`src/rtl/clkcfg_pkg.sv`:
```
package clkcfg_pkg;

    // Word indices (byte offset / 4); the decode order is fixed by software
    localparam int unsigned WI_CMD = 0;
    localparam int unsigned WI_CFG = 1;
    localparam int unsigned WI_M   = 2;
    localparam int unsigned WI_N   = 3;
    localparam int unsigned WI_D   = 4;

    // Command word bit positions
    localparam int unsigned UPD_BIT     = 0;
    localparam int unsigned FORCE_BIT   = 1;
    localparam int unsigned DIRTY_CFG   = 4;
    localparam int unsigned DIRTY_N     = 5;
    localparam int unsigned DIRTY_M     = 6;
    localparam int unsigned DIRTY_D     = 7;
    localparam int unsigned ROOTOFF_BIT = 31;

    // Configuration word field positions
    localparam int unsigned SRC_LSB   = 8;
    localparam int unsigned MODE_LSB  = 12;
    localparam int unsigned HWCTL_BIT = 20;
    localparam int unsigned PREDIV_MAX_W = 8;

    localparam int unsigned NUM_MND = 3;

    // Index of each fractional word inside the packed M/N/D arrays
    typedef enum int unsigned {
        MND_M = 0,
        MND_N = 1,
        MND_D = 2
    } mnd_sel_e;

    typedef struct packed {
        logic                    hwctl;
        logic [1:0]              mode;
        logic [2:0]              src;
        logic [PREDIV_MAX_W-1:0] prediv;
    } cfg_t;

    function automatic cfg_t word_to_cfg(input logic [31:0] w, input int pw);
        cfg_t c;
        c.prediv = '0;
        for (int i = 0; i < int'(PREDIV_MAX_W); i++) begin
            if (i < pw) c.prediv[i] = w[i];
        end
        c.src   = w[SRC_LSB +: 3];
        c.mode  = w[MODE_LSB +: 2];
        c.hwctl = w[HWCTL_BIT];
        return c;
    endfunction

    function automatic logic [31:0] cfg_to_word(input cfg_t c);
        logic [31:0] w;
        w = '0;
        w[PREDIV_MAX_W-1:0] = c.prediv;
        w[SRC_LSB +: 3]     = c.src;
        w[MODE_LSB +: 2]    = c.mode;
        w[HWCTL_BIT]        = c.hwctl;
        return w;
    endfunction

endpackage

```
`src/rtl/clkcfg_sync.sv`:
```
module clkcfg_sync #(
    parameter int   STAGES  = 2,
    parameter logic RST_VAL = 1'b1
) (
    input  logic clk,
    input  logic rst,
    input  logic d,
    output logic q
);
    logic [STAGES-1:0] stg;

    generate
        if (STAGES == 1) begin : g_single
            always_ff @(posedge clk) begin
                if (rst) stg <= RST_VAL;
                else     stg <= d;
            end
        end else begin : g_chain
            always_ff @(posedge clk) begin
                if (rst) stg <= {STAGES{RST_VAL}};
                else     stg <= {stg[STAGES-2:0], d};
            end
        end
    endgenerate

    assign q = stg[STAGES-1];
endmodule

```
`src/rtl/clkcfg_shadow.sv`:
```
module clkcfg_shadow
    import clkcfg_pkg::*;
#(
    parameter int MND_W    = 16,
    parameter int PREDIV_W = 5
) (
    input  logic                            clk,
    input  logic                            rst,
    input  logic                            wr_cfg,
    input  logic [NUM_MND-1:0]              wr_mnd,
    input  logic [31:0]                     wdata,
    input  cfg_t                            act_cfg,
    input  logic [NUM_MND-1:0][MND_W-1:0]   act_mnd,
    input  logic                            commit,
    output cfg_t                            shd_cfg,
    output logic [NUM_MND-1:0][MND_W-1:0]   shd_mnd,
    output logic                            dirty_cfg,
    output logic [NUM_MND-1:0]              dirty_mnd
);
    cfg_t              wr_cfg_val;
    logic [MND_W-1:0]  wr_mnd_val;

    assign wr_cfg_val = word_to_cfg(wdata, PREDIV_W);
    assign wr_mnd_val = wdata[MND_W-1:0];

    always_ff @(posedge clk) begin
        if (rst) begin
            shd_cfg   <= '0;
            dirty_cfg <= 1'b0;
        end else begin
            if (wr_cfg) shd_cfg <= wr_cfg_val;
            if (wr_cfg && (wr_cfg_val != act_cfg)) dirty_cfg <= 1'b1;
            else if (commit)                       dirty_cfg <= 1'b0;
        end
    end

    generate
        for (genvar g = 0; g < int'(NUM_MND); g++) begin : g_mnd
            always_ff @(posedge clk) begin
                if (rst) begin
                    shd_mnd[g]   <= '0;
                    dirty_mnd[g] <= 1'b0;
                end else begin
                    if (wr_mnd[g]) shd_mnd[g] <= wr_mnd_val;
                    if (wr_mnd[g] && (wr_mnd_val != act_mnd[g])) dirty_mnd[g] <= 1'b1;
                    else if (commit)                             dirty_mnd[g] <= 1'b0;
                end
            end
        end
    endgenerate
endmodule

```
`src/rtl/clkcfg_commit.sv`:
```
module clkcfg_commit
    import clkcfg_pkg::*;
#(
    parameter int MND_W = 16
) (
    input  logic                            clk,
    input  logic                            rst,
    input  logic                            req_set,
    input  logic                            apply_ack,
    input  cfg_t                            shd_cfg,
    input  logic [NUM_MND-1:0][MND_W-1:0]   shd_mnd,
    output logic                            upd_pending,
    output logic                            commit,
    output cfg_t                            act_cfg,
    output logic [NUM_MND-1:0][MND_W-1:0]   act_mnd
);
    logic ack_q;

    // Handshake is registered; the copy happens on the following edge.
    always_ff @(posedge clk) begin
        if (rst) ack_q <= 1'b0;
        else     ack_q <= apply_ack && upd_pending && !ack_q;
    end

    assign commit = ack_q;

    always_ff @(posedge clk) begin
        if (rst)          upd_pending <= 1'b0;
        else if (req_set) upd_pending <= 1'b1;
        else if (commit)  upd_pending <= 1'b0;
    end

    always_ff @(posedge clk) begin
        if (rst) begin
            act_cfg <= '0;
            act_mnd <= '0;
        end else if (commit) begin
            act_cfg <= shd_cfg;
            act_mnd <= shd_mnd;
        end
    end
endmodule

```
`src/rtl/rootclk_cfg_regs.sv`:
```
module rootclk_cfg_regs
    import clkcfg_pkg::*;
#(
    parameter int MND_W       = 16,
    parameter int PREDIV_W    = 5,
    parameter int ADDR_W      = 5,
    parameter int SYNC_STAGES = 2
) (
    input  logic                clk,
    input  logic                rst,
    input  logic                bus_en,
    input  logic                bus_we,
    input  logic [ADDR_W-1:0]   bus_addr,
    input  logic [31:0]         bus_wdata,
    output logic [31:0]         bus_rdata,
    input  logic                apply_ack,
    input  logic                clk_req,
    output logic                upd_pending,
    output logic                force_on,
    output logic [PREDIV_W-1:0] act_prediv,
    output logic [2:0]          act_src,
    output logic [1:0]          act_mode,
    output logic                act_hwctl,
    output logic [MND_W-1:0]    act_m,
    output logic [MND_W-1:0]    act_n,
    output logic [MND_W-1:0]    act_d
);
    localparam int WIDX_W = ADDR_W - 2;

    logic [WIDX_W-1:0]             word_idx;
    logic                          wr;
    logic                          wr_cmd;
    logic                          wr_cfg;
    logic [NUM_MND-1:0]            wr_mnd;
    cfg_t                          shd_cfg;
    cfg_t                          act_cfg;
    logic [NUM_MND-1:0][MND_W-1:0] shd_mnd;
    logic [NUM_MND-1:0][MND_W-1:0] act_mnd;
    logic                          dirty_cfg;
    logic [NUM_MND-1:0]            dirty_mnd;
    logic                          commit_pulse;
    logic                          force_q;
    logic                          root_off;
    logic                          off_raw;

    assign word_idx = bus_addr[ADDR_W-1:2];
    assign wr       = bus_en && bus_we;
    assign wr_cmd   = wr && (word_idx == WIDX_W'(WI_CMD));
    assign wr_cfg   = wr && (word_idx == WIDX_W'(WI_CFG));

    generate
        for (genvar g = 0; g < int'(NUM_MND); g++) begin : g_dec
            assign wr_mnd[g] = wr && (word_idx == WIDX_W'(WI_M + g));
        end
    endgenerate

    always_ff @(posedge clk) begin
        if (rst)         force_q <= 1'b0;
        else if (wr_cmd) force_q <= bus_wdata[FORCE_BIT];
    end

    clkcfg_shadow #(.MND_W(MND_W), .PREDIV_W(PREDIV_W)) u_shadow (
        .clk       (clk),
        .rst       (rst),
        .wr_cfg    (wr_cfg),
        .wr_mnd    (wr_mnd),
        .wdata     (bus_wdata),
        .act_cfg   (act_cfg),
        .act_mnd   (act_mnd),
        .commit    (commit_pulse),
        .shd_cfg   (shd_cfg),
        .shd_mnd   (shd_mnd),
        .dirty_cfg (dirty_cfg),
        .dirty_mnd (dirty_mnd)
    );

    clkcfg_commit #(.MND_W(MND_W)) u_commit (
        .clk         (clk),
        .rst         (rst),
        .req_set     (wr_cmd && bus_wdata[UPD_BIT]),
        .apply_ack   (apply_ack),
        .shd_cfg     (shd_cfg),
        .shd_mnd     (shd_mnd),
        .upd_pending (upd_pending),
        .commit      (commit_pulse),
        .act_cfg     (act_cfg),
        .act_mnd     (act_mnd)
    );

    assign off_raw = !(force_q || clk_req);

    clkcfg_sync #(.STAGES(SYNC_STAGES), .RST_VAL(1'b1)) u_sync (
        .clk (clk),
        .rst (rst),
        .d   (off_raw),
        .q   (root_off)
    );

    always_comb begin
        bus_rdata = '0;
        if (word_idx == WIDX_W'(WI_CMD)) begin
            bus_rdata[UPD_BIT]     = upd_pending;
            bus_rdata[FORCE_BIT]   = force_q;
            bus_rdata[DIRTY_CFG]   = dirty_cfg;
            bus_rdata[DIRTY_N]     = dirty_mnd[MND_N];
            bus_rdata[DIRTY_M]     = dirty_mnd[MND_M];
            bus_rdata[DIRTY_D]     = dirty_mnd[MND_D];
            bus_rdata[ROOTOFF_BIT] = root_off;
        end else if (word_idx == WIDX_W'(WI_CFG)) begin
            bus_rdata = cfg_to_word(shd_cfg);
        end else if (word_idx == WIDX_W'(WI_M)) begin
            bus_rdata[MND_W-1:0] = shd_mnd[MND_M];
        end else if (word_idx == WIDX_W'(WI_N)) begin
            bus_rdata[MND_W-1:0] = shd_mnd[MND_N];
        end else if (word_idx == WIDX_W'(WI_D)) begin
            bus_rdata[MND_W-1:0] = shd_mnd[MND_D];
        end
    end

    assign force_on   = force_q;
    assign act_prediv = act_cfg.prediv[PREDIV_W-1:0];
    assign act_src    = act_cfg.src;
    assign act_mode   = act_cfg.mode;
    assign act_hwctl  = act_cfg.hwctl;
    assign act_m      = act_mnd[MND_M];
    assign act_n      = act_mnd[MND_N];
    assign act_d      = act_mnd[MND_D];
endmodule

```
`config.mk`:
```
export PLATFORM = sky130hd
export DESIGN_NAME = rootclk_cfg_regs
export DESIGN_NICKNAME = d
export VERILOG_FILES = /design/src/rtl/clkcfg_pkg.sv /design/src/rtl/clkcfg_sync.sv /design/src/rtl/clkcfg_shadow.sv /design/src/rtl/clkcfg_commit.sv /design/src/rtl/rootclk_cfg_regs.sv
export SDC_FILE = /design/constraint.sdc
export NUM_CORES = 1
export LEC_CHECK = 0
export BUFFER_PORTS_ARGS = -buffer_cell sky130_fd_sc_hd__buf_2
export CAP_MARGIN = 30
export CORE_UTILIZATION = 54
export DETAILED_ROUTE_END_ITERATION = 12
export PLACE_DENSITY_LB_ADDON = 0.05
export SLEW_MARGIN = 20
export SYNTH_ARGS = -nofsm -noshare
export SYNTH_HDL_FRONTEND = slang
export SYNTH_SLANG_ARGS = --single-unit
```
`constraint.sdc`:
```
create_clock -name clk -period 1.5 [get_ports clk]
set_input_delay 0.15 -clock clk [delete_from_list [all_inputs] [get_ports clk]]
set_output_delay 0.15 -clock clk [all_outputs]
set_load 0.02 [all_outputs]
```
==> summary.md <==
| Metric | Value |
|---|---|
| Run status | complete, but fails checks |
| Failing checks | negative setup slack |
| Clk root buf | clkbuf_8 |
| Core area | 10400 sq um |
| DR vias/cell | 5.42 |
| Row count | 37 |
| Die Y | 105 um |
| First-pass GRT wire length | 25.1 mm |
| Period utilisation layout | 112% |
| Sequential-to-total area share from yosys stat | 44.0% |
| Hold/Removal Path Class | in -> reg |
| Required @ worst endpoint | 1.35 ns |
| Antenna viol nets, final | 0 |
| Cell variety after synth | 40 |
| RSZ-0062 raised after global routing | yes |
| Max Buffers Root-to-Sink | 2 |
| CTS tree | done |
| Max Fclk | 0.595 GHz |
| Share of cells above drive strength 1 | 33.2% |
| Worst Clk Skew | 0.0161 ns |
| Total Power Consumption | 8.23 mW |
| P_leak | 3.04 nW |
| I/O Buffers | 104 |
| Non-Filler Instances | 903 |
| GRT Total Usage | 29.8% |
| Drt initial violations | 270 |
| Die X | 105 um |
| Routed WL | 16.2 mm |
| Max-cap viol count | 0 |
| Final setup margin | -0.182 ns |
| Worst vdd ir | 0.000748 V |
| Nets@finish | 798 |
| DRC | 0 |
| Synth Register Bits | 127 |
| H-Tree Depth | 4 |
| Place WS | 0.0202 ns |
| Worst hold margin | 0.0155 ns |
| Top Ports | 136 |
| Cell Area, Synth | 5780 sq um |
| Synth Warn # | 0 |
| Worst setup EP type | output pin |
| CTS Buf Count | 17 |
| Cell Area, Placed | 6460 sq um |
| Cells after DPL | 834 |
| WL per Instance | 18.0 um |
| Finished Cell Area | 7660 sq um |
| Clock Latency Late Sink | 0.53 ns |
| Gr ovfl total | 0 |
| PwrDens | 1070 nW/um^2 |
| Clock transition at path regs | 0.06 ns |
| Fin crit period | 1.68 ns |
| Final Hold Vio Count | 0 |
| Sink Count | 127 |
| Largest net degree at the start of global routing | 32 |
| Number of antenna violations at the first check in global routing | 0 |
| Pins over their slew limit | 0 |
| Initial Util | 55.8% |
| DR pass1 iterations | 5 |
| Syn avg cell area | 9.31 sq um |
| Die area | 11100 sq um |
| GPL Wtd Cong | 0.869 |
| Arr. time, crit path | 1.53 ns |
| Cells after synthesis | 621 |
| Area Overhead vs Synth | 32.5% |
| Via count | 4896 |
| Crit-path max FO | 2 |
| Critical path class | reg -> out |
| Startpoint types | flip-flop |
| Antenna cells | 0 |
| Placed wire-length estimate | 11.3 mm |
| Vias in the first global route | 4680 |
| Final setup vio count | 8 |
## cell families (layout without fill, tap and decap cells)
family          count (synthesis)  count (layout)  share of synthesized area [%]
flops                         127             127                           44.0
simple gates                  190             190                           14.6
mux                           115             115                           19.9
xor+xnor                       59              59                           8.93
buf+inv                        71             204                           6.36
compound gates                 58              58                           6.16
other cells                     1              14                         0.0648
## placed cells by master (no fill, tap or decap), types with 5 or more instances in the layout
master	instances
dfxtp_2	40
buf_4	52
xnor2_1	59
buf_2	86
nor2_1	106
nand4_1	15
dlygate4sd3_1	19
mux2i_1	112
buf_12	6
buf_6	8
dfxtp_1	84
a21oi_1	20
a22oi_2	11
clkbuf_16	16
o21ai_1	5
nand2_1	39
clkinvlp_4	5
conb_1	14
nand2b_1	5
o22ai_2	5
## layout make-up
| cell class | count | area (sq um) |
|---|---|---|
| Tap cell | 136 | 170 |
| Fill cell | 770 | 2710 |
| Multi-Input combinational cell | 436 | 3060 |
| Inverter | 2 | 7.51 |
| Timing Repair Buffer | 171 | 1220 |
| Clock inverter | 13 | 189 |
| Sequential cell | 127 | 2600 |
| Clock buffer | 18 | 418 |
## power by group
group          switching, mW  internal, mW
logic                  0.345         0.228
clock network           1.54          2.70
registers             0.0227          3.40
## critical path, cell delays in order (launching register included)
cell     delay (ns)
dfxtp_2        0.33
mux2_4         0.27
a22oi_2        0.14
o22ai_2        0.12
buf_6          0.14
## timing repair
action | in CTS | in global routing
setup endpoints to repair | 17 | 18
buffers inserted | 10 | 9
pin swaps | 14 | 17
hold endpoints to repair | 32 | 0
gates resized for setup | 62 | 41
hold buffers | 19 | 0
## path summary, 6_finish.rpt
| check | cells past startpoint | slack [ns] | from | to |
|---|---|---|---|---|
| worst max register to register | 4 | 0.12 | u_commit.act_mnd[1] | u_shadow.dirty_mnd[0] |
| worst min register to register | 1 | 0.44 | u_sync.stg[0] | u_sync.stg[1] |
| worst max-delay path | 4 | -0.18 | u_shadow.shd_cfg[1] | bus_rdata[1] |
| worst min-delay path | 3 | 0.02 | bus_we | u_shadow.dirty_mnd[2] |
## per-layer routing
| layer | wire length [um] | vias to the layer above | GRT usage (%) |
|---|---|---|---|
| li1 | - | 2340 | - |
| met1 | 6850 | 2339 | 37.4 |
| met2 | 8160 | 191 | 50.5 |
| met3 | 815 | 26 | 5.81 |
| met4 | 393 | 0 | 11.9 |
| met5 | 0 | - | 0 |
## Yosys cell counts
| cell | number | share of area, % |
|---|---|---|
| dfxtp_1 | 127 | 44 |
| mux2i_1 | 113 | 20 |
| nor2_1 | 106 | 6.9 |
| xnor2_1 | 59 | 8.9 |
| nand2_1 | 40 | 2.6 |
| clkbuf_1 | 37 | 2.4 |
| a21oi_1 | 21 | 1.8 |
| buf_4 | 16 | 2.1 |
| nand4_1 | 15 | 1.6 |
| a22oi_1 | 14 | 1.8 |
| buf_2 | 11 | 0.95 |
| o22ai_1 | 9 | 0.97 |
| o21ai_0 | 7 | 0.61 |
| nand2b_1 | 5 | 0.54 |
| and3b_1 | 4 | 0.61 |
| nand3_1 | 3 | 0.26 |
| nor4_1 | 3 | 0.32 |
| buf_6 | 2 | 0.39 |
| inv_1 | 2 | 0.13 |
| mux2_2 | 2 | 0.39 |
| nor2b_1 | 2 | 0.22 |
| nor3_1 | 2 | 0.17 |
| o31ai_1 | 2 | 0.26 |
| o32ai_1 | 2 | 0.30 |
| or3b_2 | 2 | 0.30 |
| a211oi_1 | 1 | 0.13 |
| and2_0 | 1 | 0.11 |
| and4_1 | 1 | 0.15 |
| buf_1 | 1 | 0.065 |
| buf_8 | 1 | 0.26 |
| clkbuf_2 | 1 | 0.086 |
| conb_1 | 1 | 0.065 |
| nand3b_1 | 1 | 0.13 |
| nor2_2 | 1 | 0.11 |
| nor3b_1 | 1 | 0.13 |
| nor4b_1 | 1 | 0.15 |
| o21a_1 | 1 | 0.13 |
| o21bai_1 | 1 | 0.13 |
| or2_2 | 1 | 0.11 |
| or4b_2 | 1 | 0.17 |
## sequential cells by signal (all words and copies together) (netlist names)
register              count
u_commit.commit           1
u_shadow.dirty_cfg        1
u_shadow.dirty_mnd        3
u_commit.upd_pending      1
u_shadow.shd_cfg         11
u_commit.act_cfg         11
u_shadow.shd_mnd         48
u_sync.stg                2
force_on                  1
u_commit.act_mnd         48
## through the flow
stage | TNS [ns] | util (%)
6_report | -0.773 | 73.9
5_1_grt | -1.19 | 73.9
4_1_cts | -0.878 | 72.1
3_5_place_dp | 0 | 62.3
3_3_place_gp | 0 | 62.3
2_1_floorplan | 0 | -
Note: power is estimated with default switching activity, not from simulation.
